## src/rtl/rtc_pkg.sv

```systemverilog
package rtc_pkg;
   typedef enum logic [2:0] {
      REG_NONE,
      REG_CNT,
      REG_ALM,
      REG_CFG,
      REG_STAT
   } rtc_reg_e;

   // status layout: bit3 tick enable, bit2 alarm enable, bit1 tick flag, bit0 alarm flag
   typedef struct packed {
      logic tk_en;
      logic al_en;
      logic tk_flag;
      logic al_flag;
   } rtc_stat_t;

   localparam int STAT_W = 4;
endpackage

```

## src/rtl/rtc_regdecode.sv

```systemverilog
module rtc_regdecode
   import rtc_pkg::*;
#(
   parameter int ADDR_W  = 5,
   parameter int MAP_SEL = 0
) (
   input  logic [ADDR_W-1:0] addr,
   output rtc_reg_e          reg_sel
);
   generate
      if (MAP_SEL == 0) begin : g_map_a
         always_comb begin
            case (addr)
               ADDR_W'('h00): reg_sel = REG_ALM;
               ADDR_W'('h04): reg_sel = REG_CNT;
               ADDR_W'('h08): reg_sel = REG_CFG;
               ADDR_W'('h10): reg_sel = REG_STAT;
               default:       reg_sel = REG_NONE;
            endcase
         end
      end else begin : g_map_b
         always_comb begin
            case (addr)
               ADDR_W'('h0): reg_sel = REG_CNT;
               ADDR_W'('h4): reg_sel = REG_ALM;
               ADDR_W'('h8): reg_sel = REG_STAT;
               ADDR_W'('hC): reg_sel = REG_CFG;
               default:      reg_sel = REG_NONE;
            endcase
         end
      end
   endgenerate
endmodule

```

## src/rtl/rtc_prescaler.sv

```systemverilog
module rtc_prescaler #(
   parameter int DIV_W     = 16,
   parameter int TRIM_W    = 10,
   parameter int DEF_DIV   = 32767,
   parameter int TRIM_SPAN = 1024,
   localparam int CFG_W    = DIV_W + TRIM_W,
   localparam int PH_W     = $clog2(TRIM_SPAN),
   localparam int CMP_W    = ((TRIM_W > PH_W) ? TRIM_W : PH_W) + 1
) (
   input  logic             clk,
   input  logic             rst_n,
   input  logic             ref_pulse,
   input  logic [CFG_W-1:0] cfg_word,
   output logic             tick
);
   logic [DIV_W:0]    pcnt_q;
   logic [PH_W-1:0]   ph_q;
   logic [DIV_W-1:0]  div_eff;
   logic [TRIM_W-1:0] trim_eff;
   logic              stretch;
   logic [DIV_W:0]    limit;

   always_comb begin
      if (cfg_word == '0) begin
         div_eff  = DIV_W'(DEF_DIV);
         trim_eff = '0;
      end else begin
         div_eff  = cfg_word[DIV_W-1:0];
         trim_eff = cfg_word[DIV_W +: TRIM_W];
      end
      stretch = CMP_W'(ph_q) < CMP_W'(trim_eff);
      limit   = {1'b0, div_eff} + (DIV_W+1)'(stretch);
      tick    = ref_pulse && (pcnt_q >= limit);
   end

   always_ff @(posedge clk) begin
      if (!rst_n) begin
         pcnt_q <= '0;
         ph_q   <= '0;
      end else if (ref_pulse) begin
         if (tick) begin
            pcnt_q <= '0;
            ph_q   <= ph_q + PH_W'(1);
         end else begin
            pcnt_q <= pcnt_q + (DIV_W+1)'(1);
         end
      end
   end
endmodule

```

## src/rtl/rtc_timebase.sv

```systemverilog
module rtc_timebase #(
   parameter int DATA_W = 32
) (
   input  logic              clk,
   input  logic              rst_n,
   input  logic              tick,
   input  logic              cnt_we,
   input  logic              alm_we,
   input  logic [DATA_W-1:0] wdata,
   output logic [DATA_W-1:0] cnt_q,
   output logic [DATA_W-1:0] alarm_q,
   output logic              alarm_hit
);
   logic [DATA_W-1:0] cnt_inc;

   assign cnt_inc   = cnt_q + DATA_W'(1);
   assign alarm_hit = tick && (cnt_inc == alarm_q);

   always_ff @(posedge clk) begin
      if (!rst_n) begin
         cnt_q   <= '0;
         alarm_q <= '0;
      end else begin
         if (cnt_we)     cnt_q <= wdata;
         else if (tick)  cnt_q <= cnt_inc;
         if (alm_we)     alarm_q <= wdata;
      end
   end
endmodule

```

## src/rtl/rtc_status.sv

```systemverilog
module rtc_status
   import rtc_pkg::*;
(
   input  logic            clk,
   input  logic            rst_n,
   input  logic            wr_en,
   input  logic [STAT_W-1:0] wdata,
   input  logic            alarm_evt,
   input  logic            tick_evt,
   output rtc_stat_t       stat_q,
   output logic            irq_alarm,
   output logic            irq_second
);
   rtc_stat_t wr_view;
   assign wr_view = rtc_stat_t'(wdata);

   always_ff @(posedge clk) begin
      if (!rst_n) begin
         stat_q <= '0;
      end else begin
         if (wr_en) begin
            stat_q.tk_en <= wr_view.tk_en;
            stat_q.al_en <= wr_view.al_en;
         end
         stat_q.al_flag <= alarm_evt | (stat_q.al_flag & ~(wr_en & wr_view.al_flag));
         stat_q.tk_flag <= tick_evt  | (stat_q.tk_flag & ~(wr_en & wr_view.tk_flag));
      end
   end

   assign irq_alarm  = stat_q.al_flag & stat_q.al_en;
   assign irq_second = stat_q.tk_flag & stat_q.tk_en;
endmodule

```

## src/rtl/rtc_tick_alarm.sv

```systemverilog
module rtc_tick_alarm
   import rtc_pkg::*;
#(
   parameter int DATA_W    = 32,
   parameter int DIV_W     = 16,
   parameter int TRIM_W    = 10,
   parameter int DEF_DIV   = 32767,
   parameter int TRIM_SPAN = 1024,
   parameter int ADDR_W    = 5,
   parameter int MAP_SEL   = 0
) (
   input  logic              clk,
   input  logic              rst_n,
   input  logic              ref_pulse,
   input  logic              bus_sel,
   input  logic              bus_wr,
   input  logic [ADDR_W-1:0] bus_addr,
   input  logic [DATA_W-1:0] bus_wdata,
   output logic [DATA_W-1:0] bus_rdata,
   output logic              irq_alarm,
   output logic              irq_second
);
   localparam int CFG_W = DIV_W + TRIM_W;

   generate
      if (CFG_W > DATA_W) begin : g_err_cfg
         $error("divider plus trim field exceeds data width");
      end
      if (MAP_SEL == 0 && ADDR_W < 5) begin : g_err_addr_a
         $error("layout 0 needs at least 5 address bits");
      end
      if (MAP_SEL != 0 && ADDR_W < 4) begin : g_err_addr_b
         $error("layout 1 needs at least 4 address bits");
      end
      if (TRIM_SPAN < 2 || (TRIM_SPAN & (TRIM_SPAN - 1)) != 0) begin : g_err_span
         $error("trim span must be a power of two of at least 2");
      end
      if (DEF_DIV < 1 || DEF_DIV >= (1 << DIV_W)) begin : g_err_div
         $error("default divider does not fit the divider field");
      end
      if (DATA_W < STAT_W) begin : g_err_data
         $error("data width too small for status word");
      end
   endgenerate

   rtc_reg_e          reg_sel;
   logic              wr_any;
   logic              cnt_we, alm_we, cfg_we, stat_we;
   logic [CFG_W-1:0]  cfg_q;
   logic              sec_tick;
   logic              alarm_hit;
   logic [DATA_W-1:0] cnt_q, alarm_q;
   rtc_stat_t         stat_q;

   rtc_regdecode #(.ADDR_W(ADDR_W), .MAP_SEL(MAP_SEL)) u_dec (
      .addr    (bus_addr),
      .reg_sel (reg_sel)
   );

   assign wr_any  = bus_sel & bus_wr;
   assign cnt_we  = wr_any && (reg_sel == REG_CNT);
   assign alm_we  = wr_any && (reg_sel == REG_ALM);
   assign cfg_we  = wr_any && (reg_sel == REG_CFG);
   assign stat_we = wr_any && (reg_sel == REG_STAT);

   always_ff @(posedge clk) begin
      if (!rst_n)      cfg_q <= '0;
      else if (cfg_we) cfg_q <= bus_wdata[CFG_W-1:0];
   end

   rtc_prescaler #(
      .DIV_W(DIV_W), .TRIM_W(TRIM_W), .DEF_DIV(DEF_DIV), .TRIM_SPAN(TRIM_SPAN)
   ) u_pre (
      .clk       (clk),
      .rst_n     (rst_n),
      .ref_pulse (ref_pulse),
      .cfg_word  (cfg_q),
      .tick      (sec_tick)
   );

   rtc_timebase #(.DATA_W(DATA_W)) u_tb (
      .clk       (clk),
      .rst_n     (rst_n),
      .tick      (sec_tick),
      .cnt_we    (cnt_we),
      .alm_we    (alm_we),
      .wdata     (bus_wdata),
      .cnt_q     (cnt_q),
      .alarm_q   (alarm_q),
      .alarm_hit (alarm_hit)
   );

   rtc_status u_st (
      .clk        (clk),
      .rst_n      (rst_n),
      .wr_en      (stat_we),
      .wdata      (bus_wdata[STAT_W-1:0]),
      .alarm_evt  (alarm_hit),
      .tick_evt   (sec_tick),
      .stat_q     (stat_q),
      .irq_alarm  (irq_alarm),
      .irq_second (irq_second)
   );

   always_comb begin
      case (reg_sel)
         REG_CNT:  bus_rdata = cnt_q;
         REG_ALM:  bus_rdata = alarm_q;
         REG_CFG:  bus_rdata = DATA_W'(cfg_q);
         REG_STAT: bus_rdata = DATA_W'(stat_q);
         default:  bus_rdata = '0;
      endcase
   end
endmodule

```

## config.mk

```make
export PLATFORM = sky130hd
export DESIGN_NAME = rtc_tick_alarm
export DESIGN_NICKNAME = d
export VERILOG_FILES = /design/src/rtl/rtc_pkg.sv /design/src/rtl/rtc_regdecode.sv /design/src/rtl/rtc_prescaler.sv /design/src/rtl/rtc_timebase.sv /design/src/rtl/rtc_status.sv /design/src/rtl/rtc_tick_alarm.sv
export SDC_FILE = /design/constraint.sdc
export NUM_CORES = 1
export LEC_CHECK = 0
export BUFFER_PORTS_ARGS = -buffer_cell sky130_fd_sc_hd__buf_4
export CORE_MARGIN = 1.5
export CORE_UTILIZATION = 30
export CTS_BUF_LIST = sky130_fd_sc_hd__clkbuf_4 sky130_fd_sc_hd__clkbuf_8 sky130_fd_sc_hd__clkbuf_16
export CTS_CLUSTER_SIZE = 28
export DETAILED_ROUTE_END_ITERATION = 8
export GPL_ROUTABILITY_DRIVEN = 0
export PLACE_DENSITY = 0.45
export SLEW_MARGIN = 5
export SYNTH_ARGS = -nofsm -noshare
export SYNTH_HDL_FRONTEND = slang
export SYNTH_SLANG_ARGS = --single-unit
```

## constraint.sdc

```tcl
create_clock -name clk -period 11.4 [get_ports clk]
set_input_delay 2.28 -clock clk [delete_from_list [all_inputs] [get_ports clk]]
set_output_delay 2.28 -clock clk [all_outputs]
set_load 0.1 [all_outputs]
```

==> flow_summary.toml <==
[status]
status = "complete, no violations"

[placement]
post-dp-hpwl_microns = 19750
post_dp_cell_area_sq_um = 8866
post-place-cells = 1420
port_buffers = 75

[die]
std_cell_rows = 59
die_x_microns = 167.3
die-area_sq_um = 27990
start_util = 0.3082
io_pins = 76
die_h_microns = 167.3
coreArea_sq_um = 26280

[pwr]
p_total_mw = 1.073
p_leak_nw = 3.596
irDropWorstVdd_mv = 0.06731
power.density_nw_per_um2 = 113.2

[global_route]
grt_pass1_vias = 7441
grt.overflow.total = 0
track_usage = 0.1981
grt_max_degree = 61
grt_pass1_wl_microns = 43030
antenna_found_initial = 0

[worst_setup_path]
worstSetupStartpointType = "input pin"
critPathKind = "in -> out"
crit_required_ns = 9.12
cp-end-kind = "primary output"
crit_path_max_fanout = 29
arrival_ns = 3.91

[sta]
clock_skew_ns = 0.01223
slew_headroom = 0.3519
tns_ns = 0
hold_ws_ns = 0.4952
post-route-min-period_ns = 6.192
period_share = 0.5432
fmax_mhz = 161.5
rsz0062_at_grt = "no"
timing.final.max_slew_violations = 0
hold_viol = 0
worstMarginPinSlew_ns = 0.9476
setup_viol = 0

[yosys]
synthMuxAreaShare = 0.04820
synth-adder-area-share = 0.04789
synth_cell_types = 51
ys_async_sr_fraction = 0
yosys.area_share.simple = 0.2390
synth_edf_count = 0
synth_warnings = 0
syn_nets = 1152
synth_cells = 1079
synth_compound_area_frac = 0.2041
synth_top_family_by_area = "simple AND/OR/NAND/NOR gates"
ys.flop_type = "dfxtp_1"
yosysSeqAreaShare = 0.2991
ys_seq_elements = 121
synth_area_per_cell_sq_um = 7.506
synth_xor_area_frac = 0.1135
synth_area_sq_um = 8099

[worst_hold_path]
hold_class = "reg -> reg"

[clocking]
cts_sinks = 121
clkLatencyLatePin_ns = 0.42
cts_buffers = 17
h-tree-depth = 4
cts_tree = "done"
clock_path_buffers = 2
post-cts-setup-buffer-count = 0
post_cts_resized = 0
ctsHoldBuffers = 0
root_buffer = "clkbuf_16"
path_clk_slew_ns = 0.06

[finish]
antenna_cells = 0
area_delta_synth_final_pct = 17.01
fin_nets = 1177
fillers = 2841
layout-drive-gt1-share = 0.1173
finalInstanceArea_sq_um = 9477
fin_cells = 1452

[drt]
ant_nets = 0
vias_per_cell = 5.295
num_vias = 7689
drtIter0Drc = 529
drt-total-wl_microns = 27500
wl_per_cell_microns = 18.94
drcViolationCount = 0
firstDrtPassIters = 6

[flow_run]
cap_violations = 0
where the power goes:
group          switching, mW  total, mW  internal [mW]
combinational         0.0461     0.0777         0.0316
clock                  0.205      0.565          0.360
sequential           0.00419      0.430          0.425
area by class of cell:
type                    count  area, sq um  share of cell area
repair buffers             86        645.6             0.06813
multi-input cells         860         5311              0.5605
clock buffers              25        523.0             0.05519
flip-flops and latches    121         2422              0.2556
inverters                  18        67.56            0.007130
clock inverters             7        87.58            0.009242
well taps                 335        419.2             0.04423
cell usage in the layout (no fill, tap or decap), types with 5 or more instances in the layout:
cell and n:
and3_1 18, nor3_1 9, a21oi_1 77, or3_1 5, clkbuf_16 17, and2_1 19
xnor2_1 52, nand2_1 158, nand4_1 25, clkbuf_8 6, nor2_1 105, a21boi_0 60
o21ai_0 85, mux2i_1 39, buf_4 86, o211ai_1 7, dfxtp_1 121, ha_1 31
and4_1 7, nor2b_1 11, a21o_1 6, o2111ai_1 6, inv_1 18, o21bai_1 6
nor4_1 14, xor2_1 53, nand3_1 25
critical path, cell delays in order:
cell and delay [ns]:
buf_4 0.34, nor2b_2 0.21, buf_4 0.35, a21oi_1 0.15, nor2_1 0.21, buf_4 0.33
flip-flops by register name (all words and copies together) (netlist names):
name / cells
cfg_q: 26
u_pre.pcnt_q: 17
u_pre.ph_q: 10
u_st.stat_q: 4
u_tb.alarm_q: 32
u_tb.cnt_q: 32
per-layer routing:
layer,vias to the layer above,GRT usage,wire [microns]
met5,-,0,0
met4,0,0.05288,373
met3,26,0.03616,1411
met2,203,0.3172,12290
met1,3664,0.2727,13420
li1,3796,-,-
synth_stat cells (12+ instances only):
| library cell | number | area share |
|---|---|---|
| a21boi_0 | 60 | 0.056 |
| a21oi_1 | 77 | 0.048 |
| and2_1 | 19 | 0.015 |
| and3_1 | 18 | 0.014 |
| buf_2 | 12 | 0.0074 |
| clkbuf_1 | 62 | 0.029 |
| dfxtp_1 | 121 | 0.30 |
| ha_1 | 31 | 0.048 |
| inv_1 | 18 | 0.0083 |
| mux2i_1 | 39 | 0.048 |
| nand2_1 | 159 | 0.074 |
| nand3_1 | 25 | 0.015 |
| nand4_1 | 25 | 0.019 |
| nor2_1 | 106 | 0.049 |
| nor2b_1 | 12 | 0.0093 |
| nor4_1 | 14 | 0.011 |
| o21ai_0 | 85 | 0.053 |
| xnor2_1 | 52 | 0.056 |
| xor2_1 | 53 | 0.057 |
kinds of logic (layout without fill, tap and decap cells):
logic type      Yosys count  in the layout
mux                      39             39
flops                   121            121
fa+ha+maj                31             31
simple gates            414            414
compound gates          271            271
buf+inv                  98            136
xor+xnor                105            105
metrics by stage:
step	utilization	setup WS, ns
global route	0.3606	4.803
global placement	0.3374	5.198
finish	0.3606	5.208
floorplan	-	3.665
detailed placement	0.3374	5.194
CTS	0.3606	5.191
worst paths after layout:
| path | from | to | slack, ns | depth (start not counted) |
|---|---|---|---|---|
| worst max register to register | cfg_q[17] | u_pre.pcnt_q[15] | 5.38 | 22 |
| worst min-delay path | u_tb.alarm_q[25] | u_tb.alarm_q[25] | 0.50 | 2 |
| worst min register to register | u_tb.alarm_q[25] | u_tb.alarm_q[25] | 0.50 | 2 |
| worst max-delay path | bus_addr[3] | bus_rdata[12] | 5.21 | 6 |
Note: power is estimated with default switching activity, not from simulation.
